`src/rtl/lcwt_pkg.sv`:
```
// Package: shared types for the lazy chunk writeback tracker.
// Assumes nothing; holds only the writeback issue state encoding.
package lcwt_pkg;

    typedef enum logic {
        WB_IDLE = 1'b0,
        WB_PEND = 1'b1
    } wb_state_e;

endpackage

```
`src/rtl/lcwt_chunk_state.sv`:
```
// Per-chunk dirty bit and owning map-entry id.
// Assumes set and clear never name the same chunk in one cycle.
module lcwt_chunk_state #(
    parameter int NUM_CHUNKS = 16,
    parameter int IDX_W      = 4,
    parameter int MAP_W      = 2
) (
    input  logic                  clk,
    input  logic                  rst_n,
    input  logic                  set_en,
    input  logic [IDX_W-1:0]      set_idx,
    input  logic [MAP_W-1:0]      set_map,
    input  logic                  clr_en,
    input  logic [IDX_W-1:0]      clr_idx,
    input  logic [IDX_W-1:0]      rd_idx,
    output logic [MAP_W-1:0]      rd_map,
    output logic [NUM_CHUNKS-1:0] dirty
);

    logic [MAP_W-1:0] owner [NUM_CHUNKS];

    for (genvar i = 0; i < NUM_CHUNKS; i++) begin : g_chunk
        // Update one chunk's dirty bit and owner.
        always_ff @(posedge clk) begin
            if (!rst_n) begin
                dirty[i] <= 1'b0;
                owner[i] <= '0;
            end else if (set_en && set_idx == IDX_W'(i)) begin
                dirty[i] <= 1'b1;
                owner[i] <= set_map;
            end else if (clr_en && clr_idx == IDX_W'(i)) begin
                dirty[i] <= 1'b0;
            end
        end
    end

    // Look up the recorded owner for the chunk being evicted.
    always_comb begin
        rd_map = owner[rd_idx];
    end

endmodule

```
`src/rtl/lcwt_map_counters.sv`:
```
// One live dirty-chunk counter per map entry.
// Assumes a decrement is requested only for a map whose count is nonzero.
module lcwt_map_counters #(
    parameter int NUM_MAPS = 4,
    parameter int MAP_W    = 2,
    parameter int CNT_W    = 5
) (
    input  logic                      clk,
    input  logic                      rst_n,
    input  logic                      inc_en,
    input  logic [MAP_W-1:0]          inc_map,
    input  logic                      dec_en,
    input  logic [MAP_W-1:0]          dec_map,
    output logic [NUM_MAPS*CNT_W-1:0] counts
);

    for (genvar i = 0; i < NUM_MAPS; i++) begin : g_map
        logic             up;
        logic             down;
        logic [CNT_W-1:0] cnt;

        // Decode whether this map gains or loses a dirty chunk.
        always_comb begin
            up   = inc_en && (inc_map == MAP_W'(i));
            down = dec_en && (dec_map == MAP_W'(i));
        end

        // Keep the count; a simultaneous gain and loss cancel.
        always_ff @(posedge clk) begin
            if (!rst_n) begin
                cnt <= '0;
            end else if (up && !down) begin
                cnt <= cnt + CNT_W'(1);
            end else if (down && !up) begin
                cnt <= cnt - CNT_W'(1);
            end
        end

        assign counts[i*CNT_W +: CNT_W] = cnt;
    end

endmodule

```
`src/rtl/lcwt_wb_issue.sv`:
```
// Single-entry writeback request register with valid/ready output.
// Assumes the eviction's dirty flag and owner are sampled in the request cycle.
module lcwt_wb_issue #(
    parameter int IDX_W = 4,
    parameter int MAP_W = 2
) (
    input  logic             clk,
    input  logic             rst_n,
    input  logic             ev_valid,
    output logic             ev_ready,
    input  logic [IDX_W-1:0] ev_chunk,
    input  logic             ev_dirty,
    input  logic [MAP_W-1:0] ev_map,
    output logic             wb_valid,
    input  logic             wb_ready,
    output logic [IDX_W-1:0] wb_chunk,
    output logic [MAP_W-1:0] wb_map,
    output logic             wb_fire
);

    import lcwt_pkg::*;

    wb_state_e        state;
    logic [IDX_W-1:0] chunk_q;
    logic [MAP_W-1:0] map_q;

    // Handshake decode for both sides.
    always_comb begin
        ev_ready = (state == WB_IDLE);
        wb_valid = (state == WB_PEND);
        wb_fire  = wb_valid && wb_ready;
        wb_chunk = chunk_q;
        wb_map   = map_q;
    end

    // Capture a dirty eviction and hold it until accepted.
    always_ff @(posedge clk) begin
        if (!rst_n) begin
            state   <= WB_IDLE;
            chunk_q <= '0;
            map_q   <= '0;
        end else begin
            case (state)
                WB_IDLE: begin
                    if (ev_valid && ev_dirty) begin
                        state   <= WB_PEND;
                        chunk_q <= ev_chunk;
                        map_q   <= ev_map;
                    end
                end
                WB_PEND: begin
                    if (wb_ready) begin
                        state <= WB_IDLE;
                    end
                end
                default: state <= WB_IDLE;
            endcase
        end
    end

endmodule

```
`src/rtl/lazy_wb_tracker.sv`:
```
// Top: tracks chunk dirtiness and owners and defers writeback until eviction.
// Assumes no store targets a chunk whose writeback is pending, and a store and
// an eviction never name the same chunk in one cycle.
module lazy_wb_tracker #(
    parameter int NUM_CHUNKS = 16,
    parameter int NUM_MAPS   = 4,
    parameter int IDX_W      = $clog2(NUM_CHUNKS),
    parameter int MAP_W      = $clog2(NUM_MAPS),
    parameter int CNT_W      = $clog2(NUM_CHUNKS + 1)
) (
    input  logic                      clk,
    input  logic                      rst_n,
    input  logic                      st_valid,
    input  logic [IDX_W-1:0]          st_chunk,
    input  logic [MAP_W-1:0]          st_map,
    input  logic                      ev_valid,
    output logic                      ev_ready,
    input  logic [IDX_W-1:0]          ev_chunk,
    output logic                      wb_valid,
    input  logic                      wb_ready,
    output logic [IDX_W-1:0]          wb_chunk,
    output logic [MAP_W-1:0]          wb_map,
    output logic [NUM_CHUNKS-1:0]     chunk_dirty,
    output logic [NUM_MAPS*CNT_W-1:0] dirty_cnt
);

    logic             first_write;
    logic             wb_fire;
    logic [MAP_W-1:0] ev_owner;
    logic             ev_is_dirty;

    // A store counts only when it turns a clean chunk dirty.
    always_comb begin
        first_write = st_valid && !chunk_dirty[st_chunk];
        ev_is_dirty = chunk_dirty[ev_chunk];
    end

    lcwt_chunk_state #(
        .NUM_CHUNKS(NUM_CHUNKS),
        .IDX_W     (IDX_W),
        .MAP_W     (MAP_W)
    ) u_state (
        .clk    (clk),
        .rst_n  (rst_n),
        .set_en (first_write),
        .set_idx(st_chunk),
        .set_map(st_map),
        .clr_en (wb_fire),
        .clr_idx(wb_chunk),
        .rd_idx (ev_chunk),
        .rd_map (ev_owner),
        .dirty  (chunk_dirty)
    );

    lcwt_map_counters #(
        .NUM_MAPS(NUM_MAPS),
        .MAP_W   (MAP_W),
        .CNT_W   (CNT_W)
    ) u_cnt (
        .clk    (clk),
        .rst_n  (rst_n),
        .inc_en (first_write),
        .inc_map(st_map),
        .dec_en (wb_fire),
        .dec_map(wb_map),
        .counts (dirty_cnt)
    );

    lcwt_wb_issue #(
        .IDX_W(IDX_W),
        .MAP_W(MAP_W)
    ) u_wb (
        .clk     (clk),
        .rst_n   (rst_n),
        .ev_valid(ev_valid),
        .ev_ready(ev_ready),
        .ev_chunk(ev_chunk),
        .ev_dirty(ev_is_dirty),
        .ev_map  (ev_owner),
        .wb_valid(wb_valid),
        .wb_ready(wb_ready),
        .wb_chunk(wb_chunk),
        .wb_map  (wb_map),
        .wb_fire (wb_fire)
    );

endmodule


```
`config.mk`:
```
export PLATFORM = sky130hd
export DESIGN_NAME = lazy_wb_tracker
export DESIGN_NICKNAME = d
export VERILOG_FILES = /design/src/rtl/lcwt_pkg.sv /design/src/rtl/lcwt_chunk_state.sv /design/src/rtl/lcwt_map_counters.sv /design/src/rtl/lcwt_wb_issue.sv /design/src/rtl/lazy_wb_tracker.sv
export SDC_FILE = /design/constraint.sdc
export NUM_CORES = 1
export LEC_CHECK = 0
export BUFFER_PORTS_ARGS = -buffer_cell sky130_fd_sc_hd__buf_2
export CAP_MARGIN = 0
export CORE_MARGIN = 3
export CORE_UTILIZATION = 30
export DETAILED_ROUTE_END_ITERATION = 10
export SLEW_MARGIN = 20
export SYNTH_ARGS = -nofsm -noshare
export SYNTH_HDL_FRONTEND = slang
export SYNTH_SLANG_ARGS = --single-unit
```
`constraint.sdc`:
```
create_clock -name clk -period 4.3 [get_ports clk]
set_clock_uncertainty 0.2 [all_clocks]
set_input_delay 0.43 -clock clk [delete_from_list [all_inputs] [get_ports clk]]
set_output_delay 0.43 -clock clk [all_outputs]
set_load 0.02 [all_outputs]
```
==> results of run 1 <==
metal layers:
metal / vias up / global-route usage / share of wire
met3: 16 / 0.03843 / 0.037
met1: 1575 / 0.1799 / 0.44
met5: - / 0 / 0
li1: 1570 / - / -
met4: 0 / 0.05606 / 0.025
met2: 75 / 0.2277 / 0.50
flip-flops by register name, summed over array words and instances, names as in the netlist:
name / flops
u_cnt.g_map.cnt: 20
u_state.dirty: 16
u_state.owner: 32
u_wb.wb_chunk: 4
u_wb.wb_map: 2
u_wb.wb_valid: 1
power groups by stage:
stage | Clock [mW] | Sequential [mW] | Combinational [mW]
detailed placement | 0 | 0.816 | 0.250
global placement | 0 | 0.814 | 0.243
finish | 0.794 | 0.800 | 0.249
CTS | 0.811 | 0.800 | 0.251
floorplan | 0 | 0.830 | 0.160
global route | 0.839 | 0.805 | 0.276
cell usage in the layout (no fill, tap or decap), types with 9 or more instances in the layout:
cell / netlist / routed
ha_1: 17 / 17
a21oi_1: 11 / 11
mux4_2: 14 / 14
and2_1: 24 / 24
buf_2: 1 / 58
edfxtp_1: 32 / 32
xnor2_1: 9 / 9
nor2_1: 41 / 41
mux2i_1: 11 / 11
clkbuf_16: 0 / 9
dfxtp_1: 43 / 43
nand2_1: 30 / 30
nor2b_1: 10 / 10
o21ai_0: 51 / 51
inv_1: 11 / 11
stage by stage:
step,hold WS (ns),power (mW),utilization,instance area (µm²),setup WS (ns)
CTS,0.2523,1.863,0.3647,4868,0.5591
floorplan,0.3636,0.9906,-,4143,0.6955
global placement,0.2801,1.058,0.3409,4551,0.3713
global route,0.3079,1.919,0.3647,4868,0.3068
detailed placement,0.3017,1.065,0.3409,4551,0.2154
finish,0.2601,1.843,0.3647,4868,0.5802
how the worst min path moves through the flow:
stage	from	end	slack, ns	depth (start not counted)
2_1_floorplan	u_cnt.g_map[0].cnt[4]$_SDFFE_PN0P_	u_cnt.g_map[0].cnt[4]$_SDFFE_PN0P_	0.36	2
3_3_place_gp	u_cnt.g_map[1].cnt[4]$_SDFFE_PN0P_	u_cnt.g_map[1].cnt[4]$_SDFFE_PN0P_	0.28	2
3_5_place_dp	u_cnt.g_map[1].cnt[4]$_SDFFE_PN0P_	u_cnt.g_map[1].cnt[4]$_SDFFE_PN0P_	0.30	2
4_1_cts	wb_ready	u_wb.wb_valid$_SDFF_PN0_	0.25	3
5_1_grt	wb_ready	u_wb.wb_valid$_SDFF_PN0_	0.31	3
6_report	wb_ready	u_wb.wb_valid$_SDFF_PN0_	0.26	3
cell type report:
| cell class | count | area, µm² |
|---|---|---|
| clock inverter | 7 | 92.59 |
| timing repair buffer | 58 | 290.3 |
| tap | 176 | 220.2 |
| inverter | 11 | 41.29 |
| sequential | 75 | 1822 |
| clock buffer | 9 | 225.2 |
| fill | 1360 | 8479 |
| multi-input combinational | 300 | 2177 |
cell families (layout without fill, tap and decap cells):
kind of cell,count (synthesis),count (layout),share of synthesized area
AOI/OAI and AO/OA,92,92,0.1308
xor gates and xnor gates,16,16,0.03383
adders and majority gates,21,21,0.07067
buffers and inverters,33,85,0.03473
DFF,75,75,0.4397
muxes,27,27,0.1090
and+or+nand+nor,144,144,0.1812
worst max-delay path, cell delays in order:
cell	delay, ns
buf_2	0.22
mux4_2	0.57
mux2_4	0.29
o21ai_4	0.24
nand3_1	0.14
nor2_1	0.12
ha_1	0.23
inv_1	0.10
ha_1	0.33
nor2b_1	0.15
o21a_1	0.18
or3_1	0.30
a21oi_1	0.19
xor2_1	0.08
and2_1	0.15
==> results.py, run 1 <==
metrics = {
    "cts": {
        "post_cts_hold_buffer_count": 0,
        "cts_tree": "built",
        "number_of_buffers_added_by_the_clock_tree_synthesis_step": 9,
        "clkSinkCount": 75,
        "clkTransAtPathRegs_ns": 0.06,
        "clock-root-buffer": "clkbuf_16",
        "worstSkewPairLatency_ns": 0.34,
        "h_tree_depth": 3,
        "post-cts-setup-buffers": 0,
        "cts_buffer_depth": 2,
        "post_cts_resized": 0,
    },
    "setup_path": {
        "timing.critical_path.from": "st_chunk[1]",
        "timing.critical_path.to": "u_cnt.g_map[3].cnt[4]$_SDFFE_PN0P_",
        "ff2ff_setup_slack_ns": 0.61,
        "critPathLaunchType": "input port",
        "critical_path_arrival_ns": 3.75,
        "worstReg2RegEnd": "u_cnt.g_map[3].cnt[4]$_SDFFE_PN0P_",
        "worst_ep_required_time_ns": 4.33,
        "crit_fanout": 12,
        "critical_path.endpoint_type": "flip-flop",
        "worst_r2r_startpoint": "u_state.dirty[9]$_SDFFE_PN0P_",
        "r2r_cells": 14,
        "criticalPathCategory": "in -> reg",
    },
    "hold_path": {
        "worst_hold_path_type": "in -> reg",
    },
    "timing": {
        "max_slew.worst_pin.slew_ns": 1.041,
        "slew_violations": 0,
        "rsz0062_at_grt": "false",
        "fin_crit_ns": 3.720,
        "fin_tns_setup_ns": 0,
        "fmaxAchievable_mhz": 268.8,
        "hold_violations": 0,
        "timing.max_slew.rel_slack": 0.3061,
        "final.period_utilization": 0.8651,
        "final_count_of_negative_setup_slack_endpoints": 0,
    },
    "floorplan": {
        "die-height_um": 123.5,
        "die_area_um2": 15250,
        "chipWidth_um": 123.5,
        "placement_rows": 42,
        "floorplan.io_pins": 59,
        "design.core.area_um2": 13350,
        "start_util": 0.3104,
    },
    "logic_synthesis": {
        "yosys.cell_count.top_type": "o21ai_0",
        "ys.warnings.count": 0,
        "synth.top_cell.area_share": 0.2320,
        "edff_count_synth": 32,
        "synth_nets": 444,
        "ys_seq_area_frac": 0.4397,
        "mappedNetlistArea_um2": 4143,
        "synth_top_area_cell": "edfxtp_1",
        "synth.lib_cells_used.distinct": 47,
        "synth_top_flop_cell": "dfxtp_1",
        "synth.cells.most_frequent": "51 x o21ai_0, 43 x dfxtp_1, 41 x nor2_1",
        "netlist_top_cells_area": "edfxtp_1 23%, dfxtp_1 21%, mux4_2 7.6%",
        "syn-instance-count": 408,
        "postSynth.asyncResetShare": 0,
        "syn_area_per_cell_um2": 10.15,
        "yosys_register_bits": 75,
    },
    "pwr": {
        "irDropWorstVdd_mv": 0.2335,
        "power.share.switching": 0.2502,
        "switchingPower_uw": 461.1,
        "p_clk_frac": 0.431,
        "seq_power_share": 0.434,
        "internal_power_mw": 1.382,
        "power-per-cell-area_nw_per_um2": 378.5,
        "total_leakage_power_nw": 1.917,
        "comb_power_share": 0.135,
    },
    "finish": {
        "antenna-diode-count": 0,
        "final_cells": 636,
        "layout-drive-gt1-share": 0.2087,
        "area_growth_syn_to_layout_pct": 17.52,
        "design.final.nets": 491,
    },
    "run": {
        "cap_violations": 0,
    },
    "detailed_routing": {
        "detail_route.wirelength_mm": 10.38,
        "drt_iter0_markers": 218,
        "num_vias": 3236,
        "drt-pass1-iter-count": 4,
        "post-route-drc-count": 0,
        "route.detailed.wl_per_inst_um": 16.33,
        "detail_route_antenna_nets": 0,
        "per_cell_via_count_in_the_routed_design": 5.088,
    },
    "place": {
        "globalplace.congestion": 0.8062,
        "place_inst": 620,
        "buffer_ports.inserted": 58,
        "place.detailed.hpwl_mm": 7.806,
    },
    "global_routing": {
        "antenna_found_initial": 0,
        "globalRoute.totalOverflow": 0,
        "grt_pass1_vias": 3147,
        "gr-usage-all-layers": 0.1412,
        "grt_start_max_net_pins": 70,
        "grt_first_pass_wirelength_mm": 16.41,
    },
    "status": {
        "result_of_the_run": "finished clean",
    },
}
Power figures use the tool's default switching activity.
==> run 2: changes to the inputs <==
Settings changed: SYNTH_HIERARCHICAL set to 1.
==> results.py, run 2 <==
metrics = {
    "pwr": {
        "seq_power_share": 0.437,
        "comb_power_share": 0.120,
        "irDropWorstVdd_mv": 0.1901,
        "p_clk_frac": 0.443,
        "switchingPower_uw": 439.3,
        "internal_power_mw": 1.363,
        "power.share.switching": 0.2438,
        "power-per-cell-area_nw_per_um2": 362.6,
        "total_leakage_power_nw": 2.000,
    },
    "cts": {
        "clock-root-buffer": "clkbuf_16",
        "post-cts-setup-buffers": 0,
        "h_tree_depth": 3,
        "worstSkewPairLatency_ns": 0.33,
        "clkTransAtPathRegs_ns": 0.06,
        "post_cts_hold_buffer_count": 0,
        "cts_tree": "built",
        "number_of_buffers_added_by_the_clock_tree_synthesis_step": 9,
        "cts_buffer_depth": 2,
        "clkSinkCount": 75,
        "post_cts_resized": 0,
    },
    "detailed_routing": {
        "drt_iter0_markers": 291,
        "post-route-drc-count": 0,
        "drt-pass1-iter-count": 5,
        "route.detailed.wl_per_inst_um": 17.43,
        "num_vias": 3273,
        "detail_route_antenna_nets": 0,
        "detail_route.wirelength_mm": 11.00,
        "per_cell_via_count_in_the_routed_design": 5.187,
    },
    "global_routing": {
        "antenna_found_initial": 0,
        "gr-usage-all-layers": 0.1415,
        "grt_start_max_net_pins": 64,
        "grt_pass1_vias": 3293,
        "grt_first_pass_wirelength_mm": 17.75,
        "globalRoute.totalOverflow": 0,
    },
    "logic_synthesis": {
        "synth_nets": 438,
        "synth_top_flop_cell": "dfxtp_1",
        "synth.cells.most_frequent": "43 x dfxtp_1, 42 x and2_1, 32 x edfxtp_1, 32 x o21ai_0, 29 x nand2_1",
        "edff_count_synth": 32,
        "yosys.cell_count.top_type": "dfxtp_1",
        "mappedNetlistArea_um2": 4258,
        "synth.lib_cells_used.distinct": 42,
        "synth_top_area_cell": "edfxtp_1",
        "syn-instance-count": 402,
        "ys.warnings.count": 6,
        "yosys_register_bits": 75,
        "postSynth.asyncResetShare": 0,
        "syn_area_per_cell_um2": 10.59,
        "ys_seq_area_frac": 0.4279,
        "synth.top_cell.area_share": 0.2257,
        "netlist_top_cells_area": "edfxtp_1 23%, dfxtp_1 20%, and2_1 6.2%",
    },
    "timing": {
        "fin_tns_setup_ns": 0,
        "slew_violations": 0,
        "final_count_of_negative_setup_slack_endpoints": 0,
        "rsz0062_at_grt": "false",
        "hold_violations": 0,
        "fin_crit_ns": 3.434,
        "max_slew.worst_pin.slew_ns": 0.6001,
        "fmaxAchievable_mhz": 291.2,
        "final.period_utilization": 0.7986,
        "timing.max_slew.rel_slack": 0.6000,
    },
    "setup_path": {
        "critical_path_arrival_ns": 3.50,
        "criticalPathCategory": "reg -> reg",
        "critPathLaunchType": "flip-flop",
        "ff2ff_setup_slack_ns": 0.87,
        "worst_ep_required_time_ns": 4.36,
        "crit_fanout": 12,
        "critical_path.endpoint_type": "flip-flop",
    },
    "finish": {
        "design_area_um2": 4970,
        "area_growth_syn_to_layout_pct": 16.72,
        "design.final.nets": 486,
        "most_common_library_cell_in_the_layout_ignoring_fill_and_taps": "buf_2",
        "top_register": "u_state/owner",
        "final_cells": 631,
        "largest_register_ff_count": 32,
        "fillCellCount": 1377,
        "layout_top_registers": "u_state/owner (32), u_cnt/g_map.cnt (20), u_state/dirty (16)",
        "ff_latch_area_um2": 1822,
        "layout-drive-gt1-share": 0.2022,
        "multi_input_area_um2": 2285,
        "final_cell_mix": "58 x buf_2, 43 x dfxtp_1, 42 x and2_1, 32 x o21ai_0, 32 x edfxtp_1",
        "antenna-diode-count": 0,
    },
    "floorplan": {
        "floorplan.io_pins": 59,
        "chipWidth_um": 125.1,
        "placement_rows": 42,
        "die-height_um": 125.1,
        "die_area_um2": 15660,
        "design.core.area_um2": 13560,
        "start_util": 0.3140,
    },
    "place": {
        "dpl-instance-area_um2": 4658,
        "place_inst": 615,
        "globalplace.congestion": 0.8304,
        "place.detailed.hpwl_mm": 7.824,
        "buffer_ports.inserted": 58,
    },
    "run": {
        "cap_violations": 0,
    },
    "hold_path": {
        "worst_hold_path_type": "in -> reg",
    },
    "status": {
        "result_of_the_run": "finished clean",
    },
}
==> run 2: cell types whose count changed after synthesis, sizes merged, moves of 6 or more <==
cell	previous run	this run
o21ai	55	32
and2	24	43
nor2	41	28
nand3	10	19
nand3b	3	11
a31o	0	7
nand4b	1	7
or3	6	0
==> run 2: final cells by class <==
cell class	instances	share of cell area
tap	176	0.04431
sequential	75	0.3666
inverter	9	0.006798
multi-input combinational	296	0.4597
timing repair buffer	59	0.05992
clock buffer	12	0.04758
clock inverter	4	0.01511
==> run 2: power by group through the flow <==
stage	Clock [mW]	Combinational [mW]	Sequential, mW
after floorplan	0	0.133	0.817
final	0.798	0.217	0.788
after detailed placement	0	0.216	0.804
after global placement	0	0.209	0.802
after CTS	0.816	0.217	0.788
after global routing	0.849	0.242	0.792
==> run 2: worst max-delay path: stages (launching register included) <==
cell	delay (ns)
dfxtp_1	0.38
mux4_2	0.48
a21boi_0	0.16
and4_1	0.48
nand2_1	0.09
nor2_1	0.13
ha_1	0.23
inv_1	0.12
ha_1	0.34
a21oi_1	0.20
a211oi_1	0.11
a31oi_1	0.24
mux2i_1	0.21
==> run 2: per-layer routing <==
metal | up-vias | track usage | share of wire
met5 | - | 0 | 0
met4 | 0 | 0.03444 | 0.010
met3 | 10 | 0.03667 | 0.072
met1 | 1583 | 0.1873 | 0.43
li1 | 1569 | - | -
met2 | 111 | 0.2328 | 0.48
==> run 2: stage by stage <==
stage          utilization  total power [mW]  hold slack [ns]  setup slack, ns
2_1_floorplan            -            0.9508           0.3413            1.365
3_3_place_gp        0.3436             1.011           0.2547           0.7437
3_5_place_dp        0.3436             1.020           0.2670           0.5578
4_1_cts             0.3666             1.822           0.2198           0.8665
5_1_grt             0.3666             1.882           0.2453           0.6013
6_report            0.3666             1.802           0.2288           0.8659
==> run 2: logic make-up after synthesis <==
family          synth area share
fa+ha+maj                0.06876
flops                     0.4279
compound gates           0.09932
xor+xnor                 0.01851
simple gates              0.2225
mux                       0.1275
buf+inv                  0.03556
==> run 2: path summary, 6_finish.rpt <==
kind                                                           end                               start  cells after the start
worst max-delay path            u_cnt/g_map[2].cnt[4]$_SDFFE_PN0P_       u_state/dirty[3]$_SDFFE_PN0P_                     12
worst min register to register  u_cnt/g_map[0].cnt[4]$_SDFFE_PN0P_  u_cnt/g_map[0].cnt[4]$_SDFFE_PN0P_                      2
worst min-delay path                      u_wb/wb_valid$_SDFF_PN0_                            wb_ready                      3
worst max register to register  u_cnt/g_map[2].cnt[4]$_SDFFE_PN0P_       u_state/dirty[3]$_SDFFE_PN0P_                     12
